[src/rtl/sync_mode_pkg.sv]
package sync_mode_pkg;

    localparam int NUM_CHN = 4;
    localparam int CHN_W   = $clog2(NUM_CHN);
    localparam int FLAG_N  = 3;            // send, external ts, triggered

    // write-word field positions
    localparam int EN_POS   = 0;
    localparam int FLAG_LSB = 1;           // flag i occupies [FLAG_LSB+2i +: 2]
    localparam int MST_LSB  = FLAG_LSB + 2 * FLAG_N;
    localparam int MSK_LSB  = MST_LSB + CHN_W + 1;
    localparam int WORD_W   = MSK_LSB + NUM_CHN + 1;

    typedef struct packed {
        logic [NUM_CHN-1:0] mask;
        logic [CHN_W-1:0]   master;
        logic [FLAG_N-1:0]  flags;
        logic               en;
    } mode_t;

    localparam int MODE_W = $bits(mode_t);

    typedef struct packed {
        logic               en_val;
        logic [FLAG_N-1:0]  flag_upd;
        logic [FLAG_N-1:0]  flag_val;
        logic               mst_upd;
        logic [CHN_W-1:0]   mst_val;
        logic               msk_upd;
        logic [NUM_CHN-1:0] msk_val;
    } upd_t;

    // 2-bit flag code: upper bit requests update, lower bit is the value
    function automatic logic code_upd(input logic [1:0] code);
        return code[1];
    endfunction

    function automatic logic code_val(input logic [1:0] code);
        return code[0];
    endfunction

endpackage

[src/rtl/sync_mode_decode.sv]
module sync_mode_decode
    import sync_mode_pkg::*;
#(
    parameter int              ADDR_W    = 8,
    parameter int              DATA_W    = 32,
    parameter logic [ADDR_W-1:0] SELF_ADDR = 8'h04
) (
    input  logic              wr_en,
    input  logic [ADDR_W-1:0] wr_addr,
    input  logic [DATA_W-1:0] wr_data,
    output logic              hit,
    output upd_t              upd
);

    logic [WORD_W-1:0] word;
    assign word = wr_data[WORD_W-1:0];
    assign hit  = wr_en && (wr_addr == SELF_ADDR);

    for (genvar i = 0; i < FLAG_N; i++) begin : g_flag
        logic [1:0] code;
        assign code             = word[FLAG_LSB + 2*i +: 2];
        assign upd.flag_upd[i]  = code_upd(code);
        assign upd.flag_val[i]  = code_val(code);
    end

    assign upd.en_val  = word[EN_POS];
    assign upd.mst_upd = word[MST_LSB + CHN_W];
    assign upd.mst_val = word[MST_LSB +: CHN_W];
    assign upd.msk_upd = word[MSK_LSB + NUM_CHN];
    assign upd.msk_val = word[MSK_LSB +: NUM_CHN];

endmodule

[src/rtl/sync_mode_field.sv]
module sync_mode_field #(
    parameter int W = 1
) (
    input  logic         clk,
    input  logic         rst,
    input  logic         load,
    input  logic [W-1:0] val,
    output logic [W-1:0] q
);

    always_ff @(posedge clk) begin
        if (rst)       q <= '0;
        else if (load) q <= val;
    end

endmodule

[src/rtl/sync_mode_reg.sv]
module sync_mode_reg
    import sync_mode_pkg::*;
#(
    parameter int                ADDR_W    = 8,
    parameter int                DATA_W    = 32,
    parameter logic [ADDR_W-1:0] SELF_ADDR = 8'h04
) (
    input  logic              clk,
    input  logic              rst,
    input  logic              wr_en,
    input  logic [ADDR_W-1:0] wr_addr,
    input  logic [DATA_W-1:0] wr_data,
    output logic              mod_en,
    output logic              snd_ts_en,
    output logic              ext_ts_sel,
    output logic              trig_mode,
    output logic [1:0]        master_chn,
    output logic [3:0]        chn_mask,
    output logic [9:0]        mode_word
);

    logic  hit;
    upd_t  upd;
    mode_t cur;

    sync_mode_decode #(
        .ADDR_W   (ADDR_W),
        .DATA_W   (DATA_W),
        .SELF_ADDR(SELF_ADDR)
    ) u_dec (
        .wr_en  (wr_en),
        .wr_addr(wr_addr),
        .wr_data(wr_data),
        .hit    (hit),
        .upd    (upd)
    );

    // module enable: rewritten on every accepted write
    sync_mode_field #(.W(1)) u_en (
        .clk (clk), .rst(rst), .load(hit),
        .val (upd.en_val), .q(cur.en)
    );

    for (genvar i = 0; i < FLAG_N; i++) begin : g_flag
        sync_mode_field #(.W(1)) u_f (
            .clk (clk), .rst(rst), .load(hit && upd.flag_upd[i]),
            .val (upd.flag_val[i]), .q(cur.flags[i])
        );
    end

    sync_mode_field #(.W(CHN_W)) u_mst (
        .clk (clk), .rst(rst), .load(hit && upd.mst_upd),
        .val (upd.mst_val), .q(cur.master)
    );

    sync_mode_field #(.W(NUM_CHN)) u_msk (
        .clk (clk), .rst(rst), .load(hit && upd.msk_upd),
        .val (upd.msk_val), .q(cur.mask)
    );

    assign mod_en     = cur.en;
    assign snd_ts_en  = cur.flags[0];
    assign ext_ts_sel = cur.flags[1];
    assign trig_mode  = cur.flags[2];
    assign master_chn = cur.master;
    assign chn_mask   = cur.mask;
    assign mode_word  = cur;

endmodule

[config.mk]
export PLATFORM = sky130hd
export DESIGN_NAME = sync_mode_reg
export DESIGN_NICKNAME = d
export VERILOG_FILES = /design/src/rtl/sync_mode_pkg.sv /design/src/rtl/sync_mode_decode.sv /design/src/rtl/sync_mode_field.sv /design/src/rtl/sync_mode_reg.sv
export SDC_FILE = /design/constraint.sdc
export NUM_CORES = 1
export LEC_CHECK = 0
export BUFFER_PORTS_ARGS = -buffer_cell sky130_fd_sc_hd__buf_4
export CORE_MARGIN = 5
export CORE_UTILIZATION = 37
export CTS_CLUSTER_SIZE = 28
export DETAILED_ROUTE_END_ITERATION = 12
export PLACE_DENSITY = 0.82
export SLEW_MARGIN = 20
export SYNTH_ARGS = -nofsm -noshare
export SYNTH_HDL_FRONTEND = slang
export SYNTH_SLANG_ARGS = --single-unit
[constraint.sdc]
create_clock -name clk -period 2.9 [get_ports clk]
set_input_delay 0.435 -clock clk [delete_from_list [all_inputs] [get_ports clk]]
set_output_delay 0.435 -clock clk [all_outputs]
set_load 0.03 [all_outputs]
==> results.yml <==
detailed_routing:
  viasPerCell: 4.758
  drc: 0
  drt-pass1-iter-count: 4
  finalWirelength_um: 1467
  drt_iter0_markers: 4
  antenna_left: 0
  dr_total_vias: 571
  wl_per_cell_um: 12.23
synthesis:
  yosysTopAreaCell: "dfxtp_1"
  syn-instance-count: 69
  yosysSeqAreaShare: 0.3143
  synth_nets: 112
  synth.area.top_cells: "dfxtp_1 31%, nand2b_1 21%, mux2i_1 16%, buf_4 12%, nor4_4 6.7%"
  synth_common_cells: "21 x nand2b_1, 10 x buf_4, 10 x dfxtp_1, 10 x mux2i_1, 5 x nand2_1"
  ys_async_sr_fraction: 0
  syn_area_per_cell_sq_um: 9.230
  synth.most_common_cell: "nand2b_1"
  synth_cell_types: 12
  synth_top_area_frac: 0.3143
  ys.flop_type: "dfxtp_1"
  synth_seq_cells: 10
  synth_edf_count: 0
  yosysWarnings: 0
  synth_area_sq_um: 636.9
power_and_ir_drop:
  comb_power_share: 0.169
  power_density_nw_per_um2: 295.7
  power_leakage_nw: 0.4164
  power.internal_w: 0.0002146
  switchingPower_w: 0.00005770
  pwr-share-seq: 0.505
  clkPwrFrac: 0.326
  swShare: 0.2119
  vdd_ir_drop_max_mv: 0.1563
critical_path:
  crit_required_ns: 3.08
  startpoint_type: "input pin"
  path_cells: "buf_4 -> or4_4 -> nor4_4 -> mux2i_1"
  worstSetupEndpointType: "flop"
  r2r_cells: 2
  critical_path_arrival_ns: 1.82
  path_class: "input pin to flop"
  reg2reg_slack_ns: 2.28
  crit_fanout: 6
  cp_slowest_cell: "or4_4"
  critPathMaxStageDelay_ns: 0.59
sta:
  clock_skew_ns: 0
  drv_slew: 0
  post-route-period-util: 0.5644
  rsz0062_at_grt: "no"
  hold_violations: 0
  fin_crit_ns: 1.637
  setup-tns-final_ns: 0
  maxSlewHeadroom: 0.7201
  layout_setup_ws_ns: 1.263
  worst_slew_pin_slew_ns: 0.4167
  timing.fmax_mhz: 611.0
  finalSetupViolCount: 0
final_layout:
  finalNetCount: 148
  area_growth_pct: 44.60
  antenna_cells: 0
  drive_gt1_frac: 0.5049
  fillerInstances: 168
die:
  initial_core_util: 0.3770
  die_w_um: 51.49
  die_h_um: 51.49
  pin_count: 63
  fp-row-count: 15
  die-area_sq_um: 2651
  core_area_sq_um: 1689
clocking:
  worst_skew_pair.late_latency_ns: 0.25
  cts_root_buf: "clkbuf_4"
  cts.clk_slew.worst_paths_ns: 0.06
  cts_inserted_buffers: 3
  cts_tree: "yes"
  htreeDepth: 1
  numClockSinks: 10
  postCtsSetupBuffers: 0
  postCtsHoldBufs: 0
  post_cts_resized: 0
  clockBufferDepth: 2
placement:
  dp_hpwl_um: 1206
  io_buffers: 45
  pre_cts_ws_ns: 0.9711
  place.gp.congestion: 0.6509
global_route:
  antenna_found_initial: 0
  grt_remaining_overflow: 0
  grt_max_degree: 21
  grt_pass1_vias: 542
  track_usage: 0.1143
  grt_pass1_wl_um: 2263
run:
  max-cap-violations: 0
min_path:
  min_path_type: "input pin to flop"
  holdPathStages: 3
status:
  outcome: "complete, no violations"
power groups by stage:
stage / combinational, W / sequential [W] / clock [W]
after CTS: 0.0000465 / 0.000137 / 0.0000962
after floorplan: 0.0000191 / 0.000141 / 0
final: 0.0000461 / 0.000138 / 0.0000887
after global placement: 0.0000453 / 0.000141 / 0
after global routing: 0.0000505 / 0.000137 / 0.000102
after detailed placement: 0.0000463 / 0.000141 / 0
path summary, 6_finish.rpt:
path,from,end
max,wr_addr[5],u_msk.q[0]
min,wr_data[11],u_msk.q[1]
max reg2reg,g_flag[2].u_f.q,g_flag[2].u_f.q
min reg2reg,u_en.q,u_en.q
registers in the layout, indices dropped and copies added, names as in the netlist:
register / flops
u_mst.q: 2
u_en.q: 1
u_msk.q: 4
g_flag.u_f.q: 3
stage by stage:
stage	hold WS [ns]	util	total power [W]	std cells	cell area, sq um
final	0.4422	0.5452	0.0002723	120	920.9
after global routing	0.4422	0.5452	0.0002902	120	920.9
after CTS	0.4315	0.5452	0.0002801	120	920.9
after detailed placement	0.4844	0.5319	0.0001869	117	898.4
after global placement	0.4736	0.5319	0.0001859	117	898.4
after floorplan	0.5903	-	0.0001599	69	636.9
layer usage:
metal,vias to the layer above,track usage,part of all wire
li1,286,-,-
met5,-,0,0
met1,253,0.1164,0.38
met4,0,0.06550,0.011
met3,2,0.04082,0.11
met2,30,0.1992,0.49
kinds of logic (layout without fill, tap and decap cells):
kind of cell,after synthesis,in the layout,synth area share
and+or+nand+nor,34,34,0.3694
buffers and inverters,15,49,0.1591
muxes,10,10,0.1572
DFF,10,10,0.3143
layout make-up:
class                      instances  area (sq um)  area share
inverter                           1         3.754    0.004076
sequential                        10         200.2      0.2174
multi-input combinational         44         335.3      0.3641
tap                               17         21.27     0.02310
timing repair buffer              45         337.8      0.3668
clock buffer                       3         22.52     0.02446
worst max-delay path: cells and delay by family:
family | cells | cell delay, ns
muxes | 1 | 0.23
buffers and inverters | 1 | 0.11
and+or+nand+nor | 2 | 1.04
cell usage in the layout (no fill, tap or decap), drive strengths merged:
master,Yosys,routed
mux2i,10,10
clkbuf,3,3
nand2,5,5
dfxtp,10,10
nand2b,21,21
or2,1,1
nor4,6,6
inv,1,1
or4,1,1
buf,11,45
No activity file was read; power rests on OpenSTA's default activity.
